==> src/rtl/pin_bank_pkg.sv <==
package pin_bank_pkg;

  localparam int LANES      = 8;
  localparam int BANK_IDX_W = 8;
  localparam int WIN_LO     = 'h90;
  localparam int WIN_SPAN   = 'h10;

  // strobes from the decoder to the register datapath
  typedef struct packed {
    logic                  bankHit;
    logic                  isDir;
    logic                  wrEn;
    logic [BANK_IDX_W-1:0] bankIdx;
    logic                  winHit;
    logic [1:0]            winIdx;
  } strobe_t;

  // base of bank b, shifted past the interrupt window
  function automatic int unsigned bankBase(int unsigned b);
    int unsigned raw;
    raw = (b + 1) * 8;
    if (raw >= WIN_LO) raw = raw + WIN_SPAN;
    return raw;
  endfunction

endpackage

==> src/rtl/pin_bank_decode.sv <==
module pin_bank_decode
  import pin_bank_pkg::*;
#(
  parameter int ADDR_W    = 8,
  parameter int NUM_BANKS = 19
) (
  input  logic              clk,
  input  logic              rstN,
  input  logic [ADDR_W-1:0] busAddr,
  input  logic              busWe,
  output strobe_t           strb
);

  localparam logic [ADDR_W-1:0] WinLoA = ADDR_W'(WIN_LO);
  localparam logic [ADDR_W-1:0] WinHiA = ADDR_W'(WIN_LO + WIN_SPAN - 1);

  always_comb begin
    strb = '0;
    for (int b = 0; b < NUM_BANKS; b++) begin
      if (busAddr == ADDR_W'(bankBase(b))) begin
        strb.bankHit = 1'b1;
        strb.isDir   = 1'b0;
        strb.bankIdx = BANK_IDX_W'(b);
      end
      if (busAddr == ADDR_W'(bankBase(b) + 4)) begin
        strb.bankHit = 1'b1;
        strb.isDir   = 1'b1;
        strb.bankIdx = BANK_IDX_W'(b);
      end
    end
    if (busAddr >= WinLoA && busAddr <= WinHiA && busAddr[1:0] == 2'b00) begin
      strb.winHit = 1'b1;
      strb.winIdx = busAddr[3:2];
    end
    strb.wrEn = busWe;
  end

  // no bank register decodes inside the interrupt window
  a_r2_no_bank_in_window: assert property (@(posedge clk) disable iff (!rstN)
    (busAddr >= WinLoA && busAddr <= WinHiA) |-> !strb.bankHit);

  // a window access and a bank access never coincide
  a_r7_exclusive_hit: assert property (@(posedge clk) disable iff (!rstN)
    $onehot0({strb.bankHit, strb.winHit}));

endmodule

==> src/rtl/pin_bank_store.sv <==
module pin_bank_store
  import pin_bank_pkg::*;
#(
  parameter int NUM_LINES = 148,
  parameter int NUM_BANKS = 19
) (
  input  logic                 clk,
  input  logic                 rstN,
  input  strobe_t              strb,
  input  logic [31:0]          wrData,
  input  logic [31:0]          irqRdData,
  input  logic [NUM_LINES-1:0] padIn,
  output logic [31:0]          rdData,
  output logic [NUM_LINES-1:0] padOut,
  output logic [NUM_LINES-1:0] padOe
);

  localparam int PadW = NUM_BANKS * LANES;

  logic [PadW-1:0] dataQ;
  logic [PadW-1:0] dirQ;
  logic [PadW-1:0] metaQ;
  logic [PadW-1:0] syncQ;
  logic [PadW-1:0] padWide;
  logic [PadW-1:0] laneMask;

  assign padWide = PadW'(padIn);

  for (genvar b = 0; b < NUM_BANKS; b++) begin : g_bank
    localparam int Avail = (NUM_LINES - b * LANES) >= LANES ? LANES : (NUM_LINES - b * LANES);
    localparam logic [LANES-1:0] Mask = LANES'((1 << Avail) - 1);
    logic bankWr;

    assign laneMask[b*LANES +: LANES] = Mask;
    assign bankWr = strb.wrEn && strb.bankHit && (strb.bankIdx == BANK_IDX_W'(b));

    always_ff @(posedge clk) begin
      if (!rstN) begin
        dataQ[b*LANES +: LANES] <= '0;
        dirQ[b*LANES +: LANES]  <= Mask;
      end else if (bankWr) begin
        if (strb.isDir) dirQ[b*LANES +: LANES]  <= wrData[LANES-1:0] & Mask;
        else            dataQ[b*LANES +: LANES] <= wrData[LANES-1:0] & Mask;
      end
    end
  end

  always_ff @(posedge clk) begin
    if (!rstN) begin
      metaQ <= '0;
      syncQ <= '0;
    end else begin
      metaQ <= padWide & laneMask;
      syncQ <= metaQ;
    end
  end

  logic [LANES-1:0] selData;
  logic [LANES-1:0] selDir;
  logic [LANES-1:0] selPad;
  logic [31:0]      rdNext;

  always_comb begin
    selData = '0;
    selDir  = '0;
    selPad  = '0;
    for (int b = 0; b < NUM_BANKS; b++) begin
      if (strb.bankIdx == BANK_IDX_W'(b)) begin
        selData = dataQ[b*LANES +: LANES];
        selDir  = dirQ[b*LANES +: LANES];
        selPad  = syncQ[b*LANES +: LANES];
      end
    end
    if (strb.bankHit) begin
      if (strb.isDir) rdNext = 32'(selDir);
      else            rdNext = 32'((selDir & selPad) | (~selDir & selData));
    end else if (strb.winHit) begin
      rdNext = irqRdData;
    end else begin
      rdNext = '0;
    end
  end

  always_ff @(posedge clk) begin
    if (!rstN) rdData <= '0;
    else       rdData <= rdNext;
  end

  assign padOut = dataQ[NUM_LINES-1:0];
  assign padOe  = ~dirQ[NUM_LINES-1:0];

  // value bits hold unless a value write happens
  a_r4_data_hold: assert property (@(posedge clk) disable iff (!rstN)
    !(strb.wrEn && strb.bankHit && !strb.isDir) |=> $stable(dataQ));

  // output enables change only through a mode write
  a_r3_oe_hold: assert property (@(posedge clk) disable iff (!rstN)
    !(strb.wrEn && strb.bankHit && strb.isDir) |=> $stable(padOe));

  // unmapped addresses read back as zero
  a_r8_unmapped_zero: assert property (@(posedge clk) disable iff (!rstN)
    (!strb.bankHit && !strb.winHit) |=> (rdData == 32'h0));

endmodule

==> src/rtl/pin_bank_ctrl.sv <==
module pin_bank_ctrl
  import pin_bank_pkg::*;
#(
  parameter int NUM_LINES = 148,
  parameter int ADDR_W    = 8
) (
  input  logic                 clk,
  input  logic                 rstN,
  input  logic [ADDR_W-1:0]    busAddr,
  input  logic                 busWe,
  input  logic [31:0]          busWrData,
  output logic [31:0]          busRdData,
  input  logic [31:0]          irqRdData,
  output logic                 irqSel,
  output logic                 irqWe,
  output logic [1:0]           irqIdx,
  input  logic [NUM_LINES-1:0] padIn,
  output logic [NUM_LINES-1:0] padOut,
  output logic [NUM_LINES-1:0] padOe
);

  localparam int NumBanks = (NUM_LINES + LANES - 1) / LANES;

  strobe_t strb;

  pin_bank_decode #(
    .ADDR_W    (ADDR_W),
    .NUM_BANKS (NumBanks)
  ) u_decode (
    .clk     (clk),
    .rstN    (rstN),
    .busAddr (busAddr),
    .busWe   (busWe),
    .strb    (strb)
  );

  pin_bank_store #(
    .NUM_LINES (NUM_LINES),
    .NUM_BANKS (NumBanks)
  ) u_store (
    .clk       (clk),
    .rstN      (rstN),
    .strb      (strb),
    .wrData    (busWrData),
    .irqRdData (irqRdData),
    .padIn     (padIn),
    .rdData    (busRdData),
    .padOut    (padOut),
    .padOe     (padOe)
  );

  assign irqSel = strb.winHit;
  assign irqWe  = strb.winHit && busWe;
  assign irqIdx = strb.winIdx;

endmodule

==> config.mk <==
export PLATFORM = sky130hd
export DESIGN_NAME = pin_bank_ctrl
export DESIGN_NICKNAME = d
export VERILOG_FILES = /design/src/rtl/pin_bank_pkg.sv /design/src/rtl/pin_bank_decode.sv /design/src/rtl/pin_bank_store.sv /design/src/rtl/pin_bank_ctrl.sv
export SDC_FILE = /design/constraint.sdc
export NUM_CORES = 1
export LEC_CHECK = 0
export BUFFER_PORTS_ARGS = -buffer_cell sky130_fd_sc_hd__buf_2
export CORE_ASPECT_RATIO = 2
export CORE_MARGIN = 3
export CORE_UTILIZATION = 30
export CTS_BUF_LIST = sky130_fd_sc_hd__clkbuf_4
export CTS_CLUSTER_SIZE = 12
export DETAILED_ROUTE_END_ITERATION = 10
export PLACE_DENSITY = 0.57
export SYNTH_ARGS = -nofsm -noshare
export SYNTH_HDL_FRONTEND = slang
export SYNTH_HIERARCHICAL = 1
export SYNTH_SLANG_ARGS = --single-unit
export TNS_END_PERCENT = 1
==> constraint.sdc <==
create_clock -name clk -period 5.2 [get_ports clk]
set_clock_uncertainty 0.1 [all_clocks]
set_input_delay 0 -clock clk [delete_from_list [all_inputs] [get_ports clk]]
set_output_delay 0 -clock clk [all_outputs]
set_load 0.1 [all_outputs]
==> results.md, run 1 <==
- Fmax: between 200 and 250 MHz
- First-pass GRT wire length: 179 mm
- CP required: 6010 ps
- NumNets Final: 4,082
- Simple-gate area share of the yosys netlist: 0.205
- Syn Inst Count: roughly 2,700
- FF/Latch Area: 12,500 um2
- Vias in the first global route: ~26,000
- Post-route DRC: 0
- Number of flops mapped to enable cells by yosys: 0
- YS warnings: 6
- Gr ovfl total: 0
- Reg clk slew, reported paths: 70 ps
- VDD IR max: 186 uV
- Fill cells: 7,980
- Fraction of registers with async set or reset after synthesis: 0
- Root Buffer: clkbuf_4
- Multiplexer share of the synthesized area: 0.0462
- Hold Vio Cnt, Final: 0
- Seq/Total Area, Yosys: 0.502
- Multi-input gate area: 11,000 um2
- Clock Sinks: ~620
- Hold-fix buffers, CTS: about 560
- RSZ-0062 raised after global routing: false
- Synth Register Bits: 624
- CTS tree: done
- Worst setup path category: input pin to flip-flop
- Adder-cell area share of the yosys netlist: 0
- Mapped cell area: between 20,000 and 25,000 um2
- Chip width: 210 um
- Initial antenna violation count: 5
- Initial Util: 0.304
- Max-slew headroom: 0.194
- Clock buffer depth: 3
- Crit path DAT: 5380 ps
- GRT Total Usage: 0.283
- Die Area: 86,600 um2
- Core Region: 81,800 um2
- Final worst-path cycle share: 0.878
- HPWL Detailed: 85.4 mm
- H-tree lvl count: 4
- Worst Hold Class: input pin to flip-flop
- Port-buffer cells: 530
- Routed WL: 126 mm
- Max-slew violation count: 0
- Layout area overhead: 45.8%
- Drt pass-1 iters: 6
- Placer Congestion: 0.958
- Largest family of logic cells by synthesized area: simple AND/OR/NAND/NOR gates
- Areal power density over the cells: 272 nW/um2
- Routed Antenna Nets: 0
- Post-CTS resize count: 0
- Post-CTS Setup Bufs: 0
- Setup ws final: 633 ps
- Unique cell type count in the Yosys netlist: slightly below 80
- Die height: 413 um
- Largest net degree at the start of global routing: 246
- Avg Vias per Cell: 5.14
- DR WL/cell: roughly 25 um
- Worst skew pair latency: 1040 ps
- DR iter-0 viols: around 2,400
- Pre-CTS setup slack: around 1300 ps
- Final Setup Violations: 0
- Layout cell share with drive strength beyond 1: 0.238
- Status: finished, final reports clean
- CP Capture Type: flip-flop
- Main flop type after synthesis: dfxtp_1
- Cell Rows: 148
- Ports: ~560
- TritonCTS buffer count: 147
- Crit start category: input pin
- Setup TNS: 0 ps
- Lkg Pwr: 16.2 nW
- Avg Cell Area, Syn: around 9.1 um2
- Vias: around 26,000
- Worst slew pin tran: 1190 ps
- CP max FO: 12
- Compound-Gate Fraction of Synth Area: 0.186
- Synth top area share: 0.502
- Dominant cell type by area after synthesis: dfxtp_1
- Max-cap violation count: 0
- Top cells by area, synth: dfxtp_1 50%, and2_1 8.3%, nand2_1 5.6%
- Power Total: 0.00985 W
- Fin crit period: 4570 ps
- Synth Area in XOR/XNOR: 0.000352
final cells by class:
class                           instances  area share
Antenna cell                            4    0.000276
Multi-Input combinational cell       1742       0.302
Timing Repair Buffer                 1190       0.251
Sequential cell                       624       0.345
Tap cell                             1050      0.0362
Clock buffer                          205      0.0424
Inverter                              154      0.0159
Clock inverter                         44     0.00745
metrics by stage:
step / hold slack, ps / instances / utilization / area [um2]
global placement: 98.7 / 4204 / 0.353 / 28900
detailed placement: 102 / 4204 / 0.353 / 28900
floorplan: 17.8 / 2744 / - / 24900
global route: 106 / 5012 / 0.443 / 36300
CTS: 5.85 / 5009 / 0.443 / 36200
finish: 145 / 5013 / 0.443 / 36300
cell usage in the layout (no fill, tap or decap), drive strengths merged, types with 22 or more instances in the layout:
| master | instances |
|---|---|
| nand2 | 371 |
| dlygate4sd3 | 555 |
| mux4 | 22 |
| o21ai | 108 |
| buf | 635 |
| inv | 156 |
| clkbuf | 205 |
| o22ai | 28 |
| nor2 | 88 |
| clkinv | 37 |
| mux2i | 44 |
| nor3 | 36 |
| and2 | 332 |
| a22oi | 22 |
| dfxtp | 624 |
| o211ai | 167 |
| nand3 | 93 |
| nor2b | 22 |
| a21oi | 63 |
| a21boi | 138 |
flip-flops by register name (all words and copies together), names as in the netlist:
| name | cells |
|---|---|
| u_store/rdData | 32 |
| u_store/syncQ | 148 |
| u_store/dirQ | 148 |
| u_store/metaQ | 148 |
| u_store/padOut | 148 |
worst max-delay path, stage by stage:
cell and delay [ps]:
dlygate4sd3_1 530, buf_2 120, nor2_1 170, dlygate4sd3_1 600, nand2_1 50, nor3_1 580
or4_1 750, nor3_2 130, buf_4 250, o2bb2ai_1 140, o32ai_1 910, buf_4 260
a22oi_1 110, nand3_1 100, o211ai_1 80, dlygate4sd3_1 560
synth_stat cells, drive strengths merged, types with 8 or more instances:
cell,instances
o21ai,108
a221o,8
a32oi,12
nand2,371
nor2,88
a31oi,9
a21boi,138
mux2,19
o211ai,167
inv,151
a221oi,16
dfxtp,624
nand3,93
a22oi,22
nor3,36
and2,332
a211oi,14
o221ai,9
mux4,22
mux2i,44
buf,48
a21oi,63
nor4,9
nor2b,22
clkbuf,176
nand2b,8
o22ai,28
report_power, final:
group / total [W] / switching, W / internal [W]
registers: 0.00492 / 0.0000332 / 0.00488
clock network: 0.00404 / 0.00211 / 0.00193
logic: 0.000893 / 0.000439 / 0.000454
logic make-up (layout without fill, tap and decap cells):
family	count (synthesis)	in the layout
AND/OR/NAND/NOR	995	995
AO/OA/AOI/OAI	658	658
flip-flops	624	624
buffers and inverters	378	1593
multiplexers	85	85
other	1	7
XOR/XNOR	1	1
metal layers:
| layer | GRT usage | vias to the layer above | wire (um) |
|---|---|---|---|
| met4 | 0.223 | 2 | 11500 |
| met1 | 0.308 | 12200 | 44700 |
| met3 | 0.0685 | 415 | 11000 |
| met5 | 0 | - | 18 |
| met2 | 0.469 | 1463 | 59300 |
| li1 | - | 11700 | - |
worst paths after layout:
| path | from | endpoint | slack [ps] | cells past startpoint |
|---|---|---|---|---|
| max reg2reg | u_store/padOut[75] | u_store/rdData[3] | 1820 | 8 |
| min | busWrData[4] | u_store/padOut[92] | 150 | 5 |
| min reg2reg | u_store/metaQ[130] | u_store/syncQ[130] | 300 | 1 |
| max | busAddr[1] | u_store/rdData[6] | 630 | 16 |
Power figures use the tool's default switching activity.
==> run 2: changes to the inputs <==
--- a/config.mk
+++ b/config.mk
@@ -6,4 +6,5 @@
 export NUM_CORES = 1
 export LEC_CHECK = 0
+export ABC_AREA = 1
 export BUFFER_PORTS_ARGS = -buffer_cell sky130_fd_sc_hd__buf_2
 export CORE_ASPECT_RATIO = 2
==> constraint.sdc (replaced) <==
create_clock -name clk -period 5.2 [get_ports clk]
set_clock_uncertainty 0.1 [all_clocks]
set_input_delay 0.26 -clock clk [delete_from_list [all_inputs] [get_ports clk]]
set_output_delay 0.26 -clock clk [all_outputs]
set_load 0.1 [all_outputs]
==> results.md, run 2 <==
- Mapped cell area: 24,400 um2 (-1.7%)
- Buf/Inv on CP: 4 (-2)
- Max-slew violation count: 0 (unchanged)
- Clock Sinks: 624 (unchanged)
- Layout cell share with drive strength beyond 1: 0.208 (-0.0302)
- Hold Vio Cnt, Final: 0 (unchanged)
- Hold-fix buffers, CTS: 405 (-27%)
- Drt pass-1 iters: 6 (unchanged)
- Worst Hold Class: input pin to flip-flop
- Commonest non-fill, non-tap cell in the layout: nand2_1
- Vias in the first global route: 25,400 (-2.2%)
- Gr ovfl total: 0 (unchanged)
- Vias: 25,100 (-2.4%)
- TritonCTS buffer count: 149 (+1.4%)
- Seq/Total Area, Yosys: 0.511 (+0.00885)
- Max-slew headroom: 0.208 (+0.0144)
- Most frequent CP cell: nand2_1
- H-tree lvl count: 4 (unchanged)
- CP max stage delay: 670 ps (-240 ps)
- DR WL/cell: 19.2 um (-24%)
- Final worst-path cycle share: 0.801 (-0.0776)
- Setup TNS: 0 ps (unchanged)
- Final Core Density: 0.426 (-0.0173)
- Synth Register Bits: 624 (unchanged)
- Placer Congestion: 0.891 (-7.0%)
- Worst skew pair latency: 960 ps (-80 ps)
- Lkg Pwr: 18.2 nW (+13%)
- Root Buffer: clkbuf_4
- Post-route DRC: 0 (unchanged)
- Status: finished, final reports clean
- Syn Inst Count: 3,355 (+22%)
- Core Region: 80,600 um2 (-1.6%)
- Number of flops mapped to enable cells by yosys: 0 (unchanged)
- Routed WL: 106 mm (-17%)
- Fraction of registers with async set or reset after synthesis: 0 (unchanged)
- Initial antenna violation count: 7 (+2)
- Cell family with most CP delay: simple AND/OR/NAND/NOR gates
- Hold_ws: 193 ps (+47.9 ps)
- Areal power density over the cells: 283 nW/um2 (+4.0%)
- CP required: 5990 ps (-20 ps)
- RSZ-0062 raised after global routing: false
- Commonest non-fill, non-tap cells in the layout: 874 x nand2_1, 705 x inv_1, 624 x dfxtp_1
- First-pass GRT wire length: 155 mm (-14%)
- Layout area overhead: 40.3%
- Worst slew pin tran: 1190 ps (-6.40 ps)
- GRT Total Usage: 0.241 (-0.0422)
- Top-count cell post-synth: nand2_1
- Main flop type after synthesis: dfxtp_1
- CTS tree: done
- Die height: 410 um (-0.86%)
- Post-CTS Setup Bufs: 0 (unchanged)
- Avg Cell Area, Syn: 7.28 um2 (-20%)
- Worst setup path category: input pin to flip-flop
- Reg clk slew, reported paths: 70 ps (about the same)
- Max-cap violation count: 0 (unchanged)
- DR iter-0 viols: 1,657 (-31%)
- NumNets Final: 4,570 (+12%)
- Crit path DAT: 4950 ps (-430 ps)
- Synth top area share: 0.511 (+0.00885)
- CP max FO: 15 (+3)
- Crit start category: input pin
- Unique cell type count in the Yosys netlist: 38 (-52%)
- Top cells by area, synth: dfxtp_1 51%, nand2_1 13%, inv_1 11%
- Dominant cell type by area after synthesis: dfxtp_1
- Fmax: 240 MHz (+9.7%)
- VDD IR max: 187 uV (+0.52%)
- Initial Util: 0.303 (-0.000483)
- Final Setup Violations: 0 (unchanged)
- Die Area: 85,100 um2 (-1.7%)
- Chip width: 208 um (-0.84%)
- Ports: 555 (unchanged)
- Port-buffer cells: 530 (unchanged)
- Routed Antenna Nets: 0 (unchanged)
- HPWL Detailed: 72.1 mm (-15%)
- Fin crit period: 4160 ps (-403 ps)
- Clock buffer depth: 3 (unchanged)
- Post-synth top cells: 874 x nand2_1, 706 x inv_1, 624 x dfxtp_1
- CP Capture Type: flip-flop
- Cell Rows: 147 (-0.68%)
- YS warnings: 6 (unchanged)
- CP max-delay cell: nor2_2
- Post-CTS resize count: 0 (unchanged)
- Largest net degree at the start of global routing: 225 (-8.5%)
- Avg Vias per Cell: 4.57 (-11%)
[run 2: cell type report]
class	count	area, um2
diodes	10	25.0
clock buffers	210	1580
clock inverters	40	275
fillers	8190	46300
inverters	730	2740
multi-input cells	1815	8450
flip-flops and latches	624	12500
well taps	1043	1310
repair buffers	1027	7430
[run 2: cell families after synthesis]
| kind of cell | synth area share |
|---|---|
| AOI/OAI and AO/OA | 0.126 |
| buffers and inverters | 0.144 |
| DFF | 0.511 |
| other | 0.000153 |
| and+or+nand+nor | 0.219 |
[run 2: power breakdown]
group          switching, W  leakage (nW)  internal [W]  total (W)
clock               0.00200          1.09       0.00202    0.00401
combinational      0.000420          12.0      0.000340   0.000760
sequential        0.0000289          5.10       0.00489    0.00492
total               0.00245          18.2       0.00724    0.00969
[run 2: worst register-to-register path, cell delays in order (launching register included)]
cell	delay, ps
dfxtp_1	360
nand3_1	110
nand3_1	230
nor2_1	160
nand4_1	160
o21ai_1	200
nand4_1	200
nor2_1	250
nand4_1	210
nor2_1	380
nand3_1	140
nand2_1	80
nand2_1	50
nand3_1	130
nand2_1	60
dlygate4sd3_1	540
[run 2: worst paths after layout]
kind	start	to	slack, ps	depth (start not counted)
max reg2reg	u_store/dirQ[19]	u_store/rdData[3]	1730	15
min reg2reg	u_store/metaQ[98]	u_store/syncQ[98]	290	2
max	busAddr[6]	u_store/rdData[1]	1040	29
min	busAddr[2]	u_store/rdData[5]	190	8
[run 2: stage by stage]
step	power (W)	area, um2	worst slack, ps	std cells
floorplan	0.00530	24400	684	3357
global placement	0.00554	28400	608	4834
detailed placement	0.00554	28400	626	4834
finish	0.00969	34300	1040	5499
global route	0.0101	34300	801	5497
CTS	0.00982	34300	1200	5489
[run 2: per-layer routing]
metal	share of wire	vias to the layer above	wire [um]	global-route usage
met5	0	-	0	0
met3	0.062	266	6530	0.0484
met4	0.062	0	6490	0.144
li1	-	12300	-	-
met1	0.39	11500	41300	0.272
met2	0.48	1054	51100	0.417
